$ cat src/rtl/light_alarm_pkg.sv
package light_alarm_pkg;

  typedef enum logic [1:0] {
    RUN_1  = 2'd0,
    RUN_4  = 2'd1,
    RUN_8  = 2'd2,
    RUN_16 = 2'd3
  } run_code_e;

  // Run length needed for a code: 1, then 2^(code+1)
  function automatic int unsigned run_len(run_code_e code);
    return (code == RUN_1) ? 1 : (1 << (int'(code) + 1));
  endfunction

endpackage

$ cat src/rtl/light_alarm_window.sv
module light_alarm_window #(
  parameter int unsigned DATA_W = 16,
  parameter int unsigned THR_W  = 8
) (
  input  logic [DATA_W-1:0] result_i,
  input  logic [THR_W-1:0]  upper_thr_i,
  input  logic [THR_W-1:0]  lower_thr_i,
  output logic              outside_o
);
  localparam int unsigned PAD_W = DATA_W - THR_W;

  logic [DATA_W-1:0] upper_full, lower_full;

  assign upper_full = {upper_thr_i, {PAD_W{1'b0}}};
  assign lower_full = {lower_thr_i, {PAD_W{1'b0}}};
  assign outside_o  = (result_i > upper_full) || (result_i < lower_full);
endmodule

$ cat src/rtl/light_alarm_run.sv
module light_alarm_run
  import light_alarm_pkg::*;
#(
  parameter int unsigned MAX_RUN = 16,
  localparam int unsigned CNT_W  = $clog2(MAX_RUN + 1)
) (
  input  logic             clk_i,
  input  logic             rst_ni,
  input  logic             valid_i,
  input  logic             outside_i,
  input  logic [1:0]       code_i,
  output logic [CNT_W-1:0] run_cnt_o,
  output logic             hit_o
);
  logic [CNT_W-1:0] cnt_q, cnt_inc, need;

  assign cnt_inc = (cnt_q == CNT_W'(MAX_RUN)) ? cnt_q : cnt_q + 1'b1;
  assign need    = CNT_W'(run_len(run_code_e'(code_i)));
  assign hit_o   = valid_i && outside_i && (cnt_inc >= need);

  always_ff @(posedge clk_i or negedge rst_ni) begin
    if (!rst_ni)      cnt_q <= '0;
    else if (valid_i) cnt_q <= outside_i ? cnt_inc : '0;
  end

  assign run_cnt_o = cnt_q;
endmodule

$ cat src/rtl/light_alarm_flag.sv
module light_alarm_flag (
  input  logic clk_i,
  input  logic rst_ni,
  input  logic set_i,
  input  logic clr_i,
  output logic flag_o
);
  // set has priority over clear
  always_ff @(posedge clk_i or negedge rst_ni) begin
    if (!rst_ni)     flag_o <= 1'b0;
    else if (set_i)  flag_o <= 1'b1;
    else if (clr_i)  flag_o <= 1'b0;
  end
endmodule

$ cat src/rtl/light_alarm.sv
module light_alarm #(
  parameter int unsigned DATA_W  = 16,
  parameter int unsigned THR_W   = 8,
  parameter int unsigned MAX_RUN = 16,
  localparam int unsigned CNT_W  = $clog2(MAX_RUN + 1)
) (
  input  logic              clk_i,
  input  logic              rst_ni,
  input  logic [DATA_W-1:0] result_i,
  input  logic              result_valid_i,
  input  logic [THR_W-1:0]  upper_thr_i,
  input  logic [THR_W-1:0]  lower_thr_i,
  input  logic [1:0]        persist_i,
  input  logic              flag_wr_zero_i,
  input  logic              clear_i,
  output logic              flag_o,
  output logic              irq_oe_o
);
  logic             outside, hit;
  logic [CNT_W-1:0] run_cnt;

  light_alarm_window #(.DATA_W(DATA_W), .THR_W(THR_W)) u_window (
    .result_i    (result_i),
    .upper_thr_i (upper_thr_i),
    .lower_thr_i (lower_thr_i),
    .outside_o   (outside)
  );

  light_alarm_run #(.MAX_RUN(MAX_RUN)) u_run (
    .clk_i     (clk_i),
    .rst_ni    (rst_ni),
    .valid_i   (result_valid_i),
    .outside_i (outside),
    .code_i    (persist_i),
    .run_cnt_o (run_cnt),
    .hit_o     (hit)
  );

  light_alarm_flag u_flag (
    .clk_i  (clk_i),
    .rst_ni (rst_ni),
    .set_i  (hit),
    .clr_i  (flag_wr_zero_i | clear_i),
    .flag_o (flag_o)
  );

  // open-drain pin: enable pulls the line low
  assign irq_oe_o = flag_o;
endmodule

$ cat config.mk
export PLATFORM = sky130hd
export DESIGN_NAME = light_alarm
export DESIGN_NICKNAME = d
export VERILOG_FILES = /design/src/rtl/light_alarm_pkg.sv /design/src/rtl/light_alarm_window.sv /design/src/rtl/light_alarm_run.sv /design/src/rtl/light_alarm_flag.sv /design/src/rtl/light_alarm.sv
export SDC_FILE = /design/constraint.sdc
export NUM_CORES = 1
export LEC_CHECK = 0
export ABC_AREA = 0
export BUFFER_PORTS_ARGS = -buffer_cell sky130_fd_sc_hd__clkbuf_2
export CAP_MARGIN = 0
export CELL_PAD_IN_SITES_DETAIL_PLACEMENT = 2
export CELL_PAD_IN_SITES_GLOBAL_PLACEMENT = 2
export CORE_MARGIN = 2
export CORE_UTILIZATION = 24
export CTS_CLUSTER_SIZE = 20
export DETAILED_ROUTE_END_ITERATION = 16
export GPL_ROUTABILITY_DRIVEN = 0
export PLACE_DENSITY = 0.78
export SETUP_SLACK_MARGIN = 0.1
export SYNTH_ARGS = -nofsm -noshare
export SYNTH_HDL_FRONTEND = slang
export SYNTH_HIERARCHICAL = 1
export SYNTH_SLANG_ARGS = --single-unit
$ cat constraint.sdc
create_clock -name clk_i -period 1.9 [get_ports clk_i]
set_clock_uncertainty 0.15 [all_clocks]
set_input_delay 0.095 -clock clk_i [delete_from_list [all_inputs] [get_ports clk_i]]
set_output_delay 0.095 -clock clk_i [all_outputs]
set_load 0.01 [all_outputs]
After elaboration in Yosys (flattened, before gate mapping). Index checks and enable logic that the tools add are counted.

Bits in registers: 6. Bits of input ports: 39. Output and inout port bits: 2. Word-level logic and storage cells: 20.

Add/sub/neg operators: 2. $lt $le $gt $ge: 3. Eq/ne operators: 1. Shift operators: 1. Multiplexer cells: 5. Bitwise gates (word level): 1. Reduce and logical (&&, ||, !) cells: 5.

Operators by type and width (number): 1-bit by 32-bit left shift with 5-bit output (first input constant) (1); 16-bit > comparator (1); 16-bit less-than comparator (1); 5-bit two-way mux (3); 5-bit by 1-bit adder with 5-bit output (second input constant) (1); 5-bit equality test (second input constant) (1); 5-bit >= comparator (1); 2-bit by 1-bit adder with 3-bit output (second input constant) (1); 1-bit logical AND (2); 2-bit zero test (1); 1-bit two-way mux (2); 2-bit nonzero test (1); 1-bit logical OR (1); 1-bit bitwise OR (1).

Depth between registers and ports, before layout. Gate-level depths: netlist of run 1.

Depth in word-level cells: 6. Mapped depth: 10. Depth with buffers taken out: 10.

Hierarchy. Netlist of run 1, hierarchy kept.

Modules (own cells, without submodules): light_alarm_run (times used 1, cells an instance 52, area each 479.2 sq um, seq. area each 125.1 sq um); light_alarm_window (times used 1, cells an instance 54, area each 434.2 sq um, seq. area each 0.0 sq um); light_alarm_flag (times used 1, cells an instance 3, area each 36.3 sq um, seq. area each 25.0 sq um); light_alarm (times used 1, cells an instance 2, area each 13.8 sq um, seq. area each 0.0 sq um).

Worst setup path before layout of run 1. No wires, ideal clock.

Path kind: reg-to-reg. From: register u_run.cnt_q[0] (netlist: u_run/run_cnt_o[0]). To: register u_flag.flag_o. Setup time: 0.118 ns. Arrival time: 1.757 ns. Data required time: 1.632 ns. Path slack: -0.125 ns. Stages on the path, launching flop included: 10. Path buffers: 0. Period minus slack after synthesis: 2.025 ns. Cells stage by stage: dfrtp_1 > inv_1 > ha_1 > nor4bb_4 > xnor2_1 > ha_1 > nand2b_1 > a31oi_1 > o21ai_0 > a21o_1.

Longest elaborated chain between the ends: 5. Elaborated cells on any way between the ends: 7. Those cells by class: add/sub: 1; order compare: 1; eq/ne: 1; mux: 2; reduce/logical: 2.

Ends and longest elaborated chain: from (decl) (line light_alarm_run.sv:15) `logic [CNT_W-1:0] cnt_q, cnt_inc, need;`; from (signal assigned) (line light_alarm_run.sv:23) `else if (valid_i) cnt_q <= outside_i ? cnt_inc : '0;`; 5-bit by 1-bit adder with 5-bit output or 5-bit equality test (tied branches) (line light_alarm_run.sv:17) `assign cnt_inc = (cnt_q == CNT_W'(MAX_RUN)) ? cnt_q : cnt_q + 1'b1;`; 5-bit two-way mux * (line light_alarm_run.sv:17); 5-bit >= comparator * (line light_alarm_run.sv:19) `assign hit_o = valid_i && outside_i && (cnt_inc >= need);`; 1-bit logical AND * (line light_alarm_run.sv:19); net hit (line light_alarm.sv:19) `logic outside, hit;`; 1-bit two-way mux or 2-bit nonzero test (tied branches); to (signal assigned) (line light_alarm_flag.sv:10) `if (!rst_ni) flag_o <= 1'b0;`; to (signal assigned) (line light_alarm_flag.sv:11) `else if (set_i) flag_o <= 1'b1;`; to (signal assigned) (line light_alarm_flag.sv:12) `else if (clr_i) flag_o <= 1'b0;`; to (decl) (line light_alarm_flag.sv:6) `output logic flag_o`.

Mark *: on every way through the listed nets, which the timed path passes. The rest lies on a longest branch. A chain may end at the register's enable or synchronous reset.

Worst setup path after layout of run 1. Ends and elaborated chain as after synthesis.

==> results of run 1 <==
logic make-up (layout without fill, tap and decap cells):
family          after synthesis  after routing  synth area share
mux                           1              1            0.0104
flops                         6              6             0.156
buf+inv                      22             88            0.0896
fa+ha+maj                    22             22             0.286
simple gates                 33             33             0.249
other cells                   1              1           0.00389
compound gates               23             23             0.178
xor+xnor                      3              3            0.0273
critical path, cell delays in order, from the launching register on:
cell	delay, ns
dfrtp_2	0.40
inv_2	0.08
ha_4	0.17
nand3b_1	0.10
nand2_2	0.07
mux2i_2	0.18
ha_1	0.30
a21o_1	0.19
a31oi_1	0.14
o21ai_1	0.08
a21o_1	0.16
path summary, 6_finish.rpt:
| check | start | to | slack (ns) |
|---|---|---|---|
| setup / recovery | u_run/run_cnt_o[0] | u_flag/flag_o | -0.23 |
| hold / removal | result_valid_i | u_run/run_cnt_o[1] | 0.08 |
| setup reg to reg | u_run/run_cnt_o[0] | u_flag/flag_o | -0.23 |
| hold reg to reg | u_flag/flag_o | u_flag/flag_o | 0.37 |
| max in group asynchronous | rst_ni | u_run/run_cnt_o[0] | 1.31 |
| min in group asynchronous | rst_ni | u_flag/flag_o | 0.10 |
routing by layer:
metal | track usage | share of wire | up-vias
met5 | 0 | 0 | -
met4 | 0.0536 | 0.010 | 0
met3 | 0.0300 | 0.035 | 5
met2 | 0.434 | 0.63 | 36
met1 | 0.166 | 0.33 | 536
li1 | - | - | 530
layout make-up:
class | instances | area (µm²) | area share
clock buffer | 3 | 41.3 | 0.0229
inverter | 21 | 81.3 | 0.0452
multi-input combinational | 83 | 1020 | 0.568
sequential | 6 | 151 | 0.0841
tap | 50 | 62.6 | 0.0347
timing repair buffer | 64 | 440 | 0.245
Yosys cell counts (all sizes together) (3+ instances only):
library cell	instances	area, µm²
a21oi	3	15.0
dfrtp	6	150
ha	22	275
inv	21	78.8
nand2	3	11.3
nand2b	4	32.5
nand3	5	37.5
nand4	3	18.8
nor2	3	11.3
o21ai	6	30.0
xnor2	3	26.3
state kept, by name (all words and copies together), names as in the netlist:
name / cells
u_flag/flag_o: 1
u_run/run_cnt_o: 5
repair_timing:
item | in CTS | in global routing
pin swaps | 6 | 14
setup buffers | 4 | 4
endpoints found under the setup margin | 4 | 4
hold buffers | 1 | 0
gates cloned | 0 | 0
resized for setup | 24 | 47
hold endpoints to repair | 6 | 0
through the flow:
step / worst slack (ns) / utilization / hold WS (ns)
2_1_floorplan: -0.0231 / - / -0.351
3_3_place_gp: -0.227 / 0.342 / -0.215
3_5_place_dp: -0.272 / 0.342 / -0.201
4_1_cts: -0.252 / 0.396 / 0.0704
5_1_grt: -0.324 / 0.457 / 0.0956
6_report: -0.227 / 0.457 / 0.0817
power groups by stage:
stage	logic [µW]	registers, µW	clock network [µW]
6_report	1190	258	202
5_1_grt	1290	265	211
4_1_cts	968	255	208
3_5_place_dp	880	255	0
3_3_place_gp	774	244	0
2_1_floorplan	454	275	0
==> results.toml, run 1 <==
[status]
outcome = "finished with violations"
violations = "setup timing"

[logic_synthesis]
ys_ff_latch = 6
async_flop_share = 1.00
yosysWarnings = 6
synth_edf_count = 0
avgSynthCellArea_um2 = 8.68
yosysUniqueCellTypes = 40
synth_area_um2 = 963
syn_nets = 172
synth_ff_type = "dfrtp_1"
synthCells = 111
yosysSeqAreaShare = 0.156

[placement]
dp.cells = 215
io_buffers = 40
dp_hpwl_um = 3100
placed_cell_area_um2 = 1350

[sta]
fin_crit_sh = 1.12
finalMaxSlewViolations = 0
tns_ns = -0.227
grt_setup_unrepaired = "true"
fmax_mhz = 470
hold_viol = 0
finalSetupViolCount = 1
setup_ws_ns = -0.227
post-route-min-period_ns = 2.13

[finish]
num_antenna_cells = 0
fin_area_um2 = 1800
final_cell_mix = "34 x clkbuf_2, 20 x buf_4, 14 x inv_1"
fin_cells = 227
area_growth_pct = 86.9
layout.nets = 240
layout-drive-gt1-share = 0.638
fillers = 414
layout_commonest_cell = "clkbuf_2"

[route]
first_pass_iters = 4
dr.first_iter.drc_count = 17
wirelength_um = 4220
viasPerCell = 4.88
drt_drc_violations_left = 0
vias = 1107
wl_per_cell_um = 18.6
ant_nets = 0

[setup_path]
worstPathArrival_ns = 2.09
worst_ep_required_time_ns = 1.87
worstSetupStartpointType = "flip-flop"
worstSetupPathType = "reg2reg"
worstSetupEndpointType = "flip-flop"
reg2regPathDepth = 10
crit_fanout = 4

[floorplanning]
die-area_um2 = 4540
io_pins = 41
rows = 23
die_x_um = 67.4
initial_core_util = 0.244
core_region_area_um2 = 3940
chipHeight_um = 67.4

[run]
maxCapViolCount = 0

[global_route]
grt_pass1_wl_um = 6310
grt_pass1_vias = 1326
grt_max_degree = 8
antenna_found_initial = 0
grt_overflow = 0
grt_use_total = 0.193

[clock_tree]
cts_tree = "done"
clk_pin_slew_ns = 0.04
cts_buffers = 3
numClockSinks = 6
clkLatencyLatePin_ns = 0.23
htreeDepth = 1
clockBufferDepth = 2
clockRootBuffer = "clkbuf_8"

[power]
power_frac_comb = 0.722
power_density_nw_per_um2 = 917
leakage_uw = 0.000875
power_frac_seq = 0.156
power_frac_clock = 0.122
p_switching_uw = 670
power_uw = 1650
ir_worst_vdd_v = 0.000267
p_int_uw = 982
switching_share = 0.405

[min_path]
hold_class = "in2reg"
hold-path-cell-count = 2
Note: power is estimated with default switching activity, not from simulation.
==> inputs of run 2 (changes only) <==
--- a/config.mk
+++ b/config.mk
@@ -5,17 +5,17 @@
 export SDC_FILE = /design/constraint.sdc
 export NUM_CORES = 1
 export LEC_CHECK = 0
-export ABC_AREA = 0
+export ABC_AREA = 1
 export BUFFER_PORTS_ARGS = -buffer_cell sky130_fd_sc_hd__clkbuf_2
 export CAP_MARGIN = 0
 export CELL_PAD_IN_SITES_DETAIL_PLACEMENT = 2
 export CELL_PAD_IN_SITES_GLOBAL_PLACEMENT = 2
 export CORE_MARGIN = 2
-export CORE_UTILIZATION = 24
+export CORE_UTILIZATION = 21
 export CTS_CLUSTER_SIZE = 20
 export DETAILED_ROUTE_END_ITERATION = 16
 export GPL_ROUTABILITY_DRIVEN = 0
-export PLACE_DENSITY = 0.78
+export PLACE_DENSITY = 0.76
 export SETUP_SLACK_MARGIN = 0.1
 export SYNTH_ARGS = -nofsm -noshare
 export SYNTH_HDL_FRONTEND = slang
==> results.toml, run 2 <==
[global_route]
grt_max_degree = 7
antenna_found_initial = 0
grt_pass1_wl_um = 5260
grt_overflow = 0
grt_pass1_vias = 1251
grt_use_total = 0.125

[route]
ant_nets = 0
first_pass_iters = 3
vias = 1131
viasPerCell = 4.28
wl_per_cell_um = 11.3
dr.first_iter.drc_count = 8
drt_drc_violations_left = 0
wirelength_um = 2990

[finish]
final_util = 0.311
num_antenna_cells = 0
layout-drive-gt1-share = 0.381
layout.nets = 273
final_cell_mix = "44 x nand2_1, 40 x clkbuf_2, 27 x inv_1"
fillers = 581
layout_commonest_cell = "nand2_1"
area_growth_pct = 45.0
largest_reg_flops = 5

[floorplanning]
io_pins = 41
rows = 25
die-area_um2 = 5300
core_region_area_um2 = 4630
die_x_um = 72.8
initial_core_util = 0.215
chipHeight_um = 72.8

[clock_tree]
cts_tree = "done"
htreeDepth = 1
clkLatencyLatePin_ns = 0.22
numClockSinks = 6
cts_buffers = 3
clk_pin_slew_ns = 0.04
clockBufferDepth = 2
clockRootBuffer = "clkbuf_8"

[sta]
setup_ws_ns = -0.0132
hold_viol = 0
finalMaxSlewViolations = 0
finalSetupViolCount = 1
fin_crit_sh = 1.01
fmax_mhz = 523
grt_setup_unrepaired = "true"
post-route-min-period_ns = 1.91

[setup_path]
worstSetupEndpointType = "flip-flop"
worstSetupPathType = "reg2reg"
worst_ep_required_time_ns = 1.86
worstPathArrival_ns = 1.88
reg2reg_to = "u_flag/flag_o"
reg2regPathDepth = 16
worstSetupStartpointType = "flip-flop"
crit_fanout = 4
timing.rr.start = "u_run/run_cnt_o[0]"
reg2reg_slack_ns = -0.01

[logic_synthesis]
synthTopCellsByArea = "ha_1 28%, nand2_1 18%, dfrtp_1 15%"
yosysSeqAreaShare = 0.151
ys_ff_latch = 6
synth_ff_type = "dfrtp_1"
synth_area_um2 = 993
yosys-top-cells-count = "48 x nand2_1, 31 x inv_1, 22 x ha_1"
synthCells = 160
async_flop_share = 1.00
yosys.area.top_type_share = 0.277
synth_top_cell_by_area = "ha_1"
syn_nets = 221
avgSynthCellArea_um2 = 6.21
yosysWarnings = 6
yosysUniqueCellTypes = 23
synth_edf_count = 0
synth.most_common_cell = "nand2_1"

[power]
ir_worst_vdd_v = 0.000212
power_density_nw_per_um2 = 709
leakage_uw = 0.000880

[status]
outcome = "finished with violations"
violations = "setup timing"

[placement]
dp_hpwl_um = 2560
dp_slack_ns = -0.0697
io_buffers = 40

[min_path]
hold-path-cell-count = 6
min_from = "clear_i"
hold-path-endpoint = "u_flag/flag_o"
hold_class = "in2reg"

[run]
maxCapViolCount = 0
[run 2: area by class of cell]
| class | count | area, µm² | area share |
|---|---|---|---|
| Clock buffer | 3 | 41.3 | 0.0287 |
| Multi-Input combinational cell | 114 | 766 | 0.532 |
| Timing Repair Buffer | 48 | 265 | 0.184 |
| Tap cell | 54 | 67.6 | 0.0469 |
| Sequential cell | 6 | 153 | 0.106 |
| Inverter | 39 | 148 | 0.103 |
[run 2: through the flow]
stage / TNS (ns) / area [µm²] / hold WS [ns] / instances / power [µW]
2_1_floorplan: 0 / 1010 / -0.351 / 160 / 524
3_3_place_gp: -0.00345 / 1310 / -0.215 / 258 / 716
3_5_place_dp: -0.0697 / 1310 / -0.208 / 258 / 735
4_1_cts: -0.0129 / 1410 / 0.0668 / 264 / 1000
5_1_grt: -0.140 / 1440 / 0.117 / 264 / 1130
6_report: -0.0132 / 1440 / 0.0538 / 264 / 1020
[run 2: layer usage]
layer,vias up,wire (µm),GRT usage
met5,-,0,0
met4,0,0,0.0185
met3,0,108,0.0207
met2,23,1660,0.253
met1,526,1230,0.137
li1,582,-,-
[run 2: worst max-delay path, stage by stage (launching register included)]
cell and delay (ns):
dfrtp_2 0.44, inv_2 0.10, ha_4 0.13, nand2_2 0.04, inv_2 0.07, nand2_2 0.06, nand2_2 0.08, nand2_2 0.07
ha_4 0.23, inv_1 0.04, nand2_1 0.04, nand2_1 0.06, nor2_1 0.04, nor2_1 0.10, nor2_1 0.05, inv_1 0.05
nand2_1 0.04
[run 2: kinds of logic (layout without fill, tap and decap cells)]
kind of cell    after synthesis  after routing  share of synthesized area
simple gates                 81             81                      0.355
fa+ha+maj                    22             22                      0.277
flops                         6              6                      0.151
other cells                   1              1                    0.00377
compound gates               10             10                     0.0567
buf+inv                      40             90                      0.156
[run 2: worst max path at each step]
stage / start / end / slack, ns / cells after the start
after floorplan: u_run/run_cnt_o[0] / u_flag/flag_o / 0.11 / 16
after global placement: u_run/run_cnt_o[0] / u_flag/flag_o / -0.003 / 16
after detailed placement: u_run/run_cnt_o[0] / u_flag/flag_o / -0.07 / 16
after CTS: u_run/run_cnt_o[0] / u_flag/flag_o / -0.01 / 15
after global routing: u_run/run_cnt_o[0] / u_flag/flag_o / -0.14 / 16
final: u_run/run_cnt_o[0] / u_flag/flag_o / -0.01 / 16
[run 2: report_power, final]
group / switching, µW / leakage, µW / internal [µW]
clock network: 57.4 / 0.0000216 / 136
registers: 67.4 / 0.0000766 / 171
logic: 307 / 0.000782 / 282
[run 2: repair_timing]
action                                  4_1_cts  5_1_grt
pin swaps                                     9       10
setup buffers                                 1        0
endpoints found under the hold margin         8        0
cloned                                        0        0
endpoints found under the setup margin        1        1
hold buffers                                  2        0
gates resized for setup                      10        6
